==> config.mk <==
export PLATFORM = sky130hd
export DESIGN_NAME = bootsig_guard
export DESIGN_NICKNAME = d
export VERILOG_FILES = /design/src/rtl/bootsig_pkg.sv /design/src/rtl/bootsig_cfg_latch.sv /design/src/rtl/bootsig_seq.sv /design/src/rtl/bootsig_statreg.sv /design/src/rtl/bootsig_guard.sv
export SDC_FILE = /design/constraint.sdc
export NUM_CORES = 1
export LEC_CHECK = 0
export BUFFER_PORTS_ARGS = -buffer_cell sky130_fd_sc_hd__buf_2
export CORE_MARGIN = 2
export CORE_UTILIZATION = 35
export CTS_BUF_LIST = sky130_fd_sc_hd__clkbuf_2 sky130_fd_sc_hd__clkbuf_4 sky130_fd_sc_hd__clkbuf_8
export DETAILED_ROUTE_END_ITERATION = 8
export MAX_ROUTING_LAYER = met4
export PLACE_DENSITY = 0.75
export SYNTH_ARGS = -nofsm -noshare
export SYNTH_HDL_FRONTEND = slang
export SYNTH_SLANG_ARGS = --single-unit
==> constraint.sdc <==
create_clock -name clk -period 2.5 [get_ports clk]
set_input_delay 0.75 -clock clk [delete_from_list [all_inputs] [get_ports clk]]
set_output_delay 0.75 -clock clk [all_outputs]
set_load 0.01 [all_outputs]
==> src/rtl/bootsig_pkg.sv <==
// Shared types for the boot mode latch and signature checker.
// Assumes a 2-bit configuration code and a six-state read sequencer.
package bootsig_pkg;
    localparam int CFG_W = 2;

    typedef enum logic [CFG_W-1:0] {
        CFG_TEST = 2'b00,
        CFG_ALT  = 2'b01,
        CFG_STD  = 2'b10,
        CFG_NORM = 2'b11
    } cfg_code_e;

    typedef enum logic [2:0] {
        SQ_IDLE,
        SQ_RD1,
        SQ_RD2,
        SQ_RD3,
        SQ_CMP,
        SQ_DONE
    } seq_state_e;

    typedef struct packed {
        logic alt;
        logic std;
        logic norm;
        logic test;
    } mode_t;
endpackage

==> src/rtl/bootsig_cfg_latch.sv <==
// Samples the boot pins while reset (or a software reset) is active,
// holds the code afterwards and decodes it into one-hot mode flags.
// Assumes the pins are stable around the last reset edge.
module bootsig_cfg_latch
    import bootsig_pkg::*;
(
    input  logic             clk,
    input  logic             rst_n,
    input  logic             sw_rst,
    input  logic [CFG_W-1:0] pins,
    output mode_t            mode
);
    cfg_code_e code_q;

    // Capture pins during any reset, hold them otherwise.
    always_ff @(posedge clk) begin
        if (!rst_n || sw_rst) begin
            code_q <= cfg_code_e'(pins);
        end
    end

    // Map the held code onto one mode flag.
    always_comb begin
        mode = '0;
        unique case (code_q)
            CFG_ALT:  mode.alt  = 1'b1;
            CFG_STD:  mode.std  = 1'b1;
            CFG_NORM: mode.norm = 1'b1;
            default:  mode.test = 1'b1;
        endcase
    end
endmodule

==> src/rtl/bootsig_seq.sv <==
// Signature sequencer: reads three words, adds the first two (carry dropped),
// inverts the low INV_W bits of the sum and compares with the third word.
// Assumes read data arrives exactly one cycle after each request.
module bootsig_seq
    import bootsig_pkg::*;
#(
    parameter int ADDR_W = 24,
    parameter int DATA_W = 16,
    parameter int INV_W  = 8,
    parameter logic [ADDR_W-1:0] CHK_A = 24'h000000,
    parameter logic [ADDR_W-1:0] CHK_B = 24'h001FFC,
    parameter logic [ADDR_W-1:0] CHK_C = 24'h001FFE
) (
    input  logic              clk,
    input  logic              rst_n,
    input  logic              sw_rst,
    input  logic              alt_sel,
    output logic              mem_req,
    output logic [ADDR_W-1:0] mem_addr,
    input  logic [DATA_W-1:0] mem_rdata,
    output logic              ready,
    output logic              ok,
    output logic              bad
);
    localparam int KEEP_W = DATA_W - INV_W;

    seq_state_e        state_q;
    logic [DATA_W-1:0] acc_q;
    logic [DATA_W-1:0] sig_w;

    // Low bits inverted, upper bits passed through.
    assign sig_w = {acc_q[DATA_W-1:INV_W], ~acc_q[INV_W-1:0]};

    // Step through the three reads and the compare.
    always_ff @(posedge clk) begin
        if (!rst_n || sw_rst) begin
            state_q <= SQ_IDLE;
            acc_q   <= '0;
            ok      <= 1'b0;
            bad     <= 1'b0;
        end else begin
            unique case (state_q)
                SQ_IDLE: state_q <= alt_sel ? SQ_RD1 : SQ_DONE;
                SQ_RD1:  state_q <= SQ_RD2;
                SQ_RD2: begin
                    acc_q   <= mem_rdata;
                    state_q <= SQ_RD3;
                end
                SQ_RD3: begin
                    acc_q   <= acc_q + mem_rdata;
                    state_q <= SQ_CMP;
                end
                SQ_CMP: begin
                    ok      <= (sig_w == mem_rdata);
                    bad     <= (sig_w != mem_rdata);
                    state_q <= SQ_DONE;
                end
                default: state_q <= SQ_DONE;
            endcase
        end
    end

    // Request and address for the state's read.
    always_comb begin
        mem_req  = 1'b1;
        mem_addr = '0;
        unique case (state_q)
            SQ_RD1:  mem_addr = CHK_A;
            SQ_RD2:  mem_addr = CHK_B;
            SQ_RD3:  mem_addr = CHK_C;
            default: mem_req  = 1'b0;
        endcase
    end

    assign ready = (state_q == SQ_DONE);

    // Width sanity: a split with no kept bits is not supported.
    initial begin
        if (KEEP_W < 1) $display("bootsig_seq: INV_W must be below DATA_W");
    end
endmodule

==> src/rtl/bootsig_statreg.sv <==
// Read-only status register: one flag bit at FLAG_BIT, rest zero.
// Registered read, one cycle latency; unmatched offsets read zero.
module bootsig_statreg #(
    parameter int REG_AW   = 16,
    parameter int DATA_W   = 16,
    parameter int FLAG_BIT = 5,
    parameter logic [REG_AW-1:0] REG_OFS = 16'hFE0A
) (
    input  logic              clk,
    input  logic              rst_n,
    input  logic              flag,
    input  logic              rd_en,
    input  logic [REG_AW-1:0] rd_addr,
    output logic [DATA_W-1:0] rd_data
);
    logic [DATA_W-1:0] word_w;

    // Place the flag at its bit, tie the rest low.
    for (genvar i = 0; i < DATA_W; i++) begin : g_bit
        if (i == FLAG_BIT) begin : g_flag
            assign word_w[i] = flag;
        end else begin : g_zero
            assign word_w[i] = 1'b0;
        end
    end

    // Return the register word on a matching read.
    always_ff @(posedge clk) begin
        if (!rst_n) begin
            rd_data <= '0;
        end else if (rd_en) begin
            rd_data <= (rd_addr == REG_OFS) ? word_w : '0;
        end
    end
endmodule

==> src/rtl/bootsig_guard.sv <==
// Top: boot configuration latch, signature sequencer and status register.
// Start address selects the alternate vector only after a matched signature.
module bootsig_guard
    import bootsig_pkg::*;
#(
    parameter int ADDR_W = 24,
    parameter int DATA_W = 16,
    parameter int REG_AW = 16,
    parameter logic [ADDR_W-1:0] ALT_VEC = 24'h090000,
    parameter logic [ADDR_W-1:0] STD_VEC = 24'h000000
) (
    input  logic              clk,
    input  logic              rst_n,
    input  logic              sw_rst,
    input  logic [1:0]        cfg_pins,
    output logic              mem_req,
    output logic [ADDR_W-1:0] mem_addr,
    input  logic [DATA_W-1:0] mem_rdata,
    input  logic              reg_rd_en,
    input  logic [REG_AW-1:0] reg_addr,
    output logic [DATA_W-1:0] reg_rdata,
    output logic              mode_alt,
    output logic              mode_std,
    output logic              mode_norm,
    output logic              mode_test,
    output logic              boot_ready,
    output logic              sig_ok,
    output logic              sig_bad,
    output logic [ADDR_W-1:0] start_addr
);
    mode_t mode_w;

    bootsig_cfg_latch u_latch (
        .clk    (clk),
        .rst_n  (rst_n),
        .sw_rst (sw_rst),
        .pins   (cfg_pins),
        .mode   (mode_w)
    );

    bootsig_seq #(
        .ADDR_W (ADDR_W),
        .DATA_W (DATA_W)
    ) u_seq (
        .clk       (clk),
        .rst_n     (rst_n),
        .sw_rst    (sw_rst),
        .alt_sel   (mode_w.alt),
        .mem_req   (mem_req),
        .mem_addr  (mem_addr),
        .mem_rdata (mem_rdata),
        .ready     (boot_ready),
        .ok        (sig_ok),
        .bad       (sig_bad)
    );

    bootsig_statreg #(
        .REG_AW (REG_AW),
        .DATA_W (DATA_W)
    ) u_stat (
        .clk     (clk),
        .rst_n   (rst_n),
        .flag    (mode_w.alt),
        .rd_en   (reg_rd_en),
        .rd_addr (reg_addr),
        .rd_data (reg_rdata)
    );

    assign mode_alt   = mode_w.alt;
    assign mode_std   = mode_w.std;
    assign mode_norm  = mode_w.norm;
    assign mode_test  = mode_w.test;
    assign start_addr = sig_ok ? ALT_VEC : STD_VEC;
endmodule

-- Yosys cells after proc, flatten, opt, wreduce, memory -nomap -nowiden
Cells that the tools add are included.
- equality and inequality tests: 11
- add/sub/neg operators: 1
- bitwise logic cells: 1
- mux-type cells: 11
- reductions and logical operators: 6
- operators by type and width (operator ; number):
    one-hot mux 16 bit (2 select lines) ; 1
    one-hot mux 13 bit (2 select lines) ; 1
    2-to-1 mux 20 bit ; 1
    adder 16 bit ; 1
    equality test 16 bit ; 1
    equality test 16 bit, second input constant ; 1
    != test 16 bit ; 1
    one-hot mux 3 bit (4 select lines) ; 1
    inverter 8 bit ; 1
    equality test 3 x 2 -> 1 bit, second input constant ; 2
    equality test 3 bit, second input constant ; 2
    2-to-1 mux 6 bit ; 1
    OR reduction 3 bit ; 2
    2-to-1 mux 1 bit ; 5
    equality test 2 bit, second input constant ; 2
    equality test 3 x 1 -> 1 bit, second input constant ; 1
    zero test 3 bit ; 1
    2-to-1 mux 3 bit ; 1
    equality test 2 x 1 -> 1 bit, second input constant ; 1
    nonzero test 2 bit ; 1
    zero test 1 bit ; 1
    logical OR 1 bit ; 1
- input port bits: 38
- register bits after elaboration: 39

-- Longest topological paths before layout
Gate-level depths: netlist of the first run.
- depth after elaboration: 4
- gate-level depth with buffers: 8
- gate-level depth less buffers: 8

-- Hierarchy
Synthesis of the first run repeated with hierarchy kept, for this count alone.
- cells, all modules: 283
- area, all modules: 2321.0 µm²
- by module, submodules not included (module ; area each (µm²) ; cells each ; instances ; seq. area each (µm²)):
    bootsig_seq ; 1850.5 ; 225 ; 1 ; 420.4
    bootsig_statreg ; 193.9 ; 26 ; 1 ; 20.0
    bootsig_guard ; 183.9 ; 25 ; 1 ; 0.0
    bootsig_cfg_latch ; 92.6 ; 7 ; 1 ; 60.1

-- Worst setup path after synthesis of the first run
OpenSTA, ideal clock, no wires.
- path kind: in2reg
- from: in mem_rdata[0]
- to: reg u_seq.acc_q[14]
- setup slack: -0.025 ns
- cell stages on the path: 8
- arrival: 2.407 ns
- library setup time: 0.119 ns
- path through: ha_1 -> fa_1 -> a21oi_1 -> o21ai_2 -> a2111oi_4 -> or3_1 -> a21boi_1 -> o221a_1
- word-level cells in the longest chain between the ends: 2
- RTL lines (what ; line ; text):
    from (decl) ; bootsig_guard.sv:18 ; input logic [DATA_W-1:0] mem_rdata,
    adder 16 bit ; bootsig_seq.sv:50 ; acc_q <= acc_q + mem_rdata;
    one-hot mux 16 bit (2 select lines) ; bootsig_seq.sv:42 ; unique case (state_q)
    to (signal assigned) ; bootsig_seq.sv:46 ; acc_q <= mem_rdata;
    to (signal assigned) ; bootsig_seq.sv:50 ;
    to (decl) ; bootsig_seq.sv:28 ; logic [DATA_W-1:0] acc_q;
Every way passes these cells.
A chain may end at the register's enable or synchronous reset.

-- Worst setup path in the final report of the first run
- from: in mem_rdata[0]
- to: reg u_seq.acc_q[12]
The elaborated chain is that of the path after synthesis.

==> flow_summary.json, run 1 <==
{
  "numCtsBuffers": 3,
  "drt_iter0_markers": 79,
  "crit_top_cell": "a21oi_1",
  "die_area_sq_um": 7329,
  "io-pin-count": 110,
  "slew_viol_final": 0,
  "rows": 29,
  "avgSynthCellArea_sq_um": 7.983,
  "hp-class": "flip-flop to flip-flop",
  "synth-edff-count": 2,
  "overflow": 0,
  "seq_area_sq_um": 500.5,
  "fin_setup_tns_ps": 0,
  "clockPowerShare": 0.355,
  "h-tree-depth": 1,
  "antenna_found_initial": 0,
  "path_buf_inv": 1,
  "cpLargestDelayFamily": "compound AO/OA/AOI/OAI gates",
  "path_cells": "buf_2 > ha_1 > fa_1 > a21oi_2 > o21ai_2 > a21oi_1 > mux2_2 > a21oi_1 > nor2_1",
  "synthDominantCellAreaShare": 0.1965,
  "power.share.switching": 0.3016,
  "postRouteAntennaNets": 0,
  "fillers": 655,
  "drc_errors": 0,
  "multiInputGateArea_sq_um": 1506,
  "clock_latency_ps": 280,
  "grt_max_degree": 28,
  "crit_path_top_delay_cell": "fa_1",
  "cts_tree": "built",
  "end_kind": "flip-flop",
  "cts_root_buf": "clkbuf_8",
  "ys_async_sr_fraction": 0,
  "cpPeakStageDelay_ps": 410,
  "seqPwrFrac": 0.394,
  "grtUsageTotal": 0.1465,
  "fp.dieW_microns": 85.61,
  "finalPower_mw": 1.031,
  "nNetsFinal": 417,
  "drv_cap": 0,
  "synth_top_area_cell": "buf_4",
  "p_comb_frac": 0.252,
  "vias_per_cell": 4.964,
  "finalWeightedCongestion": 0.8636,
  "ir_worst_vdd_uv": 275.5,
  "ys_warn_count": 0,
  "routed_wl_mm": 5.460,
  "required_ps": 2680,
  "area_growth_pct": 16.80,
  "grt_pass1_wl_mm": 8.480,
  "synth_flop_cell": "dfxtp_1",
  "cp.arrival_ps": 2580,
  "path_max_fanout": 3,
  "synth-seq-cells": 24,
  "timing.fmax_ghz": 0.4167,
  "hpwl_mm": 4.335,
  "final_util": 0.4263,
  "fin_crit_sh": 0.9600,
  "grt_pass1_vias": 1939,
  "layout-drive-gt1-share": 0.2901,
  "p_int_uw": 720.3,
  "hold_viol": 0,
  "syn_inst": 292,
  "core_area_sq_um": 6386,
  "critPathKind": "primary input to flip-flop",
  "syn_area_sq_um": 2331,
  "setup-violations-final": 0,
  "fin_skew_ps": 7.066,
  "instances_no_fill": 439,
  "firstDrtPassIters": 4,
  "die_y_microns": 85.61,
  "netSwitchingPower_uw": 311.0,
  "rsz0062_at_grt": "true",
  "cts.path.max_buffers": 2,
  "power_density_nw_per_um2": 378.8,
  "port-buffer-count": 60,
  "synth.distinct_cells": 49,
  "dp.cells": 434,
  "diodes": 0,
  "cp-start-kind": "primary input",
  "vias": 2179,
  "outcome": "finished, final reports clean",
  "finalCriticalPeriod_ps": 2400,
  "synth_area_leaders": "buf_4 (20%), dfxtp_1 (19%), ha_1 (8.1%), a21oi_1 (5.6%), mux2i_1 (3.9%)",
  "path_clk_slew_ps": 100,
  "initial_core_util": 0.3650,
  "cts.sinks": 24,
  "ys_seq_area_frac": 0.2147,
  "detail_route.wl_per_cell_microns": 12.44,
  "p_leak_nw": 1.295,
  "holdBufCountCts": 0
}
cells in the final DEF, fill, tap and decap left out, types with 9 or more instances in the layout:
master,netlist,layout
buf_2,1,60
conb_1,1,49
buf_4,61,28
a21oi_1,26,25
dfxtp_1,22,22
nor2_1,20,20
nand2_1,18,18
ha_1,15,15
o21ai_0,14,14
inv_1,10,10
mux2i_1,9,9
sequential cells by signal, summed over array words and instances, names as in the netlist:
register and flops:
u_seq.acc_q 16, u_latch.code_q 2, u_stat.rd_data 1, u_seq.ok 1, u_seq.bad 1, u_seq.state_q 3
cells in the mapped netlist (all sizes together) (5+ instances only):
library cell	count
clkbuf	6
nand4	5
o21ai	18
dfxtp	22
buf	64
nor2	20
mux2i	9
nand2	18
xnor2	7
a21oi	27
inv	10
a211oi	9
ha	15
o211ai	5
path summary, 6_finish.rpt:
| check | endpoint | slack (ps) | startpoint | depth (start not counted) |
|---|---|---|---|---|
| setup / recovery | u_seq.acc_q[12] | 100 | mem_rdata[0] | 9 |
| hold / removal | u_seq.acc_q[2] | 470 | u_seq.acc_q[2] | 2 |
| setup reg to reg | u_seq.acc_q[12] | 350 | u_seq.acc_q[0] | 8 |
| hold reg to reg | u_seq.acc_q[2] | 470 | u_seq.acc_q[2] | 2 |
what timing repair did:
item                       in CTS  in global routing
setup buffers                   0                  1
setup endpoints to repair       0                  4
resized for setup               0                  5
power by group through the flow:
stage	Sequential (mW)	Clock, mW	Combinational, mW
2_1_floorplan	0.413	0	0.222
3_3_place_gp	0.414	0	0.250
3_5_place_dp	0.415	0	0.254
4_1_cts	0.406	0.372	0.256
5_1_grt	0.408	0.388	0.287
6_report	0.406	0.366	0.260
per-stage QoR:
step | hold slack, ps | area (sq um) | setup slack [ps]
floorplan | 435.5 | 2515 | 17.28
global placement | 444.1 | 2621 | -194.4
detailed placement | 453.7 | 2621 | -271.9
CTS | 468.5 | 2693 | 7.246
global route | 502.1 | 2723 | -2.540
finish | 465.3 | 2723 | 99.94
final cells by class:
class / instances / area share
Tap cell: 77 / 0.03539
Clock buffer: 3 / 0.01517
Inverter: 10 / 0.01379
Timing Repair Buffer: 88 / 0.1875
Multi-Input combinational cell: 236 / 0.5533
Clock inverter: 1 / 0.01103
Sequential cell: 24 / 0.1838
worst min-delay path: stages (launching register included):
cell,delay [ps]
dfxtp_1,330
nand2_1,50
a21oi_1,50
metal layers:
| metal | share of wire | vias to the layer above | global-route usage | wire length [microns] |
|---|---|---|---|---|
| li1 | - | 1066 | - | - |
| met5 | 0 | - | - | 0 |
| met3 | 0.092 | 7 | 0.02695 | 503 |
| met2 | 0.48 | 106 | 0.2614 | 2633 |
| met4 | 0.014 | 0 | 0.04185 | 74 |
| met1 | 0.41 | 1000 | 0.1671 | 2249 |
kinds of logic (layout without fill, tap and decap cells):
family	Yosys count	after routing	synth area share
AOI/OAI and AO/OA	78	78	0.2287
xor gates and xnor gates	9	9	0.03382
and+or+nand+nor	74	74	0.1610
muxes	10	10	0.04348
other	1	49	0.001609
adders and majority gates	16	16	0.08910
DFF	24	24	0.2147
buffers and inverters	80	102	0.2276
(Power assumes the default switching activity.)
==> run 2: changes to the inputs <==
ABC_AREA = 1   (was unset)
==> run 2 against run 1 <==
Net effect: final cell count up 24%; clock power down 3%; maximum frequency up 16%; utilization down 3.1 points; register-to-register slack better by 350 ps; die area up 6.7%; combinational power down 16%; non-clock buffer count down 24; via count up 12%; global-route usage up 0.46 points; critical endpoint is now u_seq.acc_q[10]; largest cell class unchanged; highest routed layer unchanged.
==> flow_summary.json, run 2 <==
{
  "numCtsBuffers": 3,
  "rr_worst_depth": 11,
  "fin_crit_sh": 0.8311,
  "detail_route.wl_per_cell_microns": 10.58,
  "r2r_setup_slack_ps": 700,
  "slew_viol_final": 0,
  "layout_common_cells": "nand2_1 (110), buf_2 (60), conb_1 (49)",
  "initial_core_util": 0.3652,
  "grtUsageTotal": 0.1511,
  "antenna_found_initial": 0,
  "ys_async_sr_fraction": 0,
  "core_area_sq_um": 6832,
  "synth.most_common_cell": "nand2_1",
  "layout_commonest_cell": "nand2_1",
  "ir_worst_vdd_uv": 209.4,
  "setup-violations-final": 0,
  "drt_iter0_markers": 111,
  "fin_skew_ps": 1.763,
  "cp-start-kind": "primary input",
  "largest_register_ffs": 16,
  "hpwl_mm": 4.722,
  "synth_area_leaders": "buf_4 (19%), dfxtp_1 (18%), nand2_1 (17%), ha_1 (7.5%), inv_1 (7.1%)",
  "hold_viol": 0,
  "fp.dieW_microns": 88.43,
  "grt_max_degree": 26,
  "synthDominantCellAreaShare": 0.1896,
  "end_kind": "flip-flop",
  "required_ps": 2710,
  "top_register": "u_seq.acc_q",
  "r2r-end": "u_seq.acc_q[10]",
  "ys_seq_area_frac": 0.2006,
  "grt_pass1_wl_mm": 9.252,
  "hold_end": "u_stat.rd_data[5]",
  "synthTopCellsByCount": "nand2_1 (110), buf_4 (63), inv_1 (47)",
  "cts_root_buf": "clkbuf_8",
  "post_cts_resized": 0,
  "drc_errors": 0,
  "finalCriticalPeriod_ps": 2078,
  "die_y_microns": 88.43,
  "port-buffer-count": 60,
  "critPathKind": "primary input to flip-flop",
  "outcome": "finished, final reports clean",
  "firstDrtPassIters": 4,
  "wl_met3_microns": 494,
  "hp-class": "flip-flop to flip-flop",
  "h-tree-depth": 1,
  "rsz0062_at_grt": "false",
  "top_layer": "met4",
  "wl_met2_mm": 2.794,
  "syn_area_sq_um": 2495,
  "cts.sinks": 24,
  "synth_top_area_cell": "buf_4",
  "synth-edff-count": 2,
  "min_from": "u_stat.rd_data[5]",
  "postRouteAntennaNets": 0,
  "timing.fmax_ghz": 0.4813,
  "area_growth_pct": 8.325,
  "grt_pass1_vias": 2201,
  "die_area_sq_um": 7820,
  "routed_wl_mm": 5.774,
  "nNetsFinal": 505,
  "cp-startpoint": "mem_rdata[0]",
  "cts_tree": "built",
  "layout-drive-gt1-share": 0.1711,
  "vias_per_cell": 4.471,
  "path_clk_slew_ps": 90,
  "avgSynthCellArea_sq_um": 6.237,
  "diodes": 0,
  "post-cts-setup-buffers": 0,
  "finalPower_uw": 977.9,
  "rows": 30,
  "synth-seq-cells": 24,
  "power_density_nw_per_um2": 361.8,
  "syn_inst": 400,
  "clock_latency_ps": 270,
  "hold_depth": 2,
  "cp.arrival_ps": 2290,
  "cts.path.max_buffers": 2,
  "io-pin-count": 110,
  "finalWeightedCongestion": 0.8974,
  "fin_setup_tns_ps": 0,
  "vias": 2441,
  "holdBufCountCts": 0,
  "synth.distinct_cells": 33,
  "ys_warn_count": 0,
  "overflow": 0,
  "p_leak_nw": 1.523,
  "drv_cap": 0,
  "r2r_start": "u_seq.acc_q[0]",
  "synth_flop_cell": "dfxtp_1",
  "wl_met1_mm": 2.446,
  "top_regs": "u_seq.acc_q x16, u_seq.state_q x3, u_latch.code_q x2",
  "path_max_fanout": 3
}
run 2: cell families (layout without fill, tap and decap cells):
kind of cell             after synthesis  count (layout)  synth area share
AND/OR/NAND/NOR                      196             196            0.3345
buffers and inverters                117             119            0.2758
AO/OA/AOI/OAI                         41              41           0.08676
other                                  1              49          0.001503
adder cells (fa/ha/maj)               16              16           0.08325
XOR/XNOR                               5               5           0.01755
flip-flops                            24              24            0.2006
run 2: routing by layer:
| layer | vias up | GRT usage |
|---|---|---|
| li1 | 1247 | - |
| met1 | 1095 | 0.1815 |
| met2 | 95 | 0.2666 |
| met3 | 4 | 0.02519 |
| met4 | 0 | 0.03030 |
| met5 | - | - |
run 2: report_power, final:
| part | internal, mW | switching [mW] | total (mW) | leakage (nW) |
|---|---|---|---|---|
| Combinational | 0.0749 | 0.143 | 0.218 | 1.29 |
| Clock | 0.214 | 0.141 | 0.356 | 0.0357 |
| Sequential | 0.397 | 0.00788 | 0.405 | 0.198 |
run 2: metrics by stage:
step	utilization	hold WS, ps	instances	instance area [sq um]	worst slack [ps]
2_1_floorplan	-	447.2	448	2675	402.4
3_3_place_gp	0.3852	452.2	542	2631	177.1
3_5_place_dp	0.3852	452.6	542	2631	143.1
4_1_cts	0.3956	467.4	546	2703	435.4
5_1_grt	0.3956	490.3	546	2703	249.3
6_report	0.3956	464.5	546	2703	422.2
run 2: worst max path at each step:
stage / cells after the start / end / slack [ps]
after floorplan: 12 / u_seq.acc_q[14] / 400
after global placement: 13 / u_seq.acc_q[14] / 180
after detailed placement: 12 / u_seq.acc_q[10] / 140
after CTS: 3 / mem_addr[2] / 440
after global routing: 12 / u_seq.acc_q[14] / 250
final: 12 / u_seq.acc_q[10] / 420
run 2: worst max-delay path, cell delays in order:
cell and delay [ps]:
buf_2 110, ha_1 230, fa_1 390, nand2_1 100, nand2_1 70, nand3b_1 100, nand2_1 110, nand2_1 100
nand3_1 80, nand3_1 100, nand2_1 50, a21oi_1 110
run 2: final cells by class:
class | count | area, sq um
Multi-Input combinational cell | 307 | 1486
Timing Repair Buffer | 64 | 330.3
Fill cell | 740 | 4129
Inverter | 51 | 193.9
Clock buffer | 3 | 41.29
Clock inverter | 1 | 30.03
Sequential cell | 24 | 500.5
Tap cell | 96 | 120.1
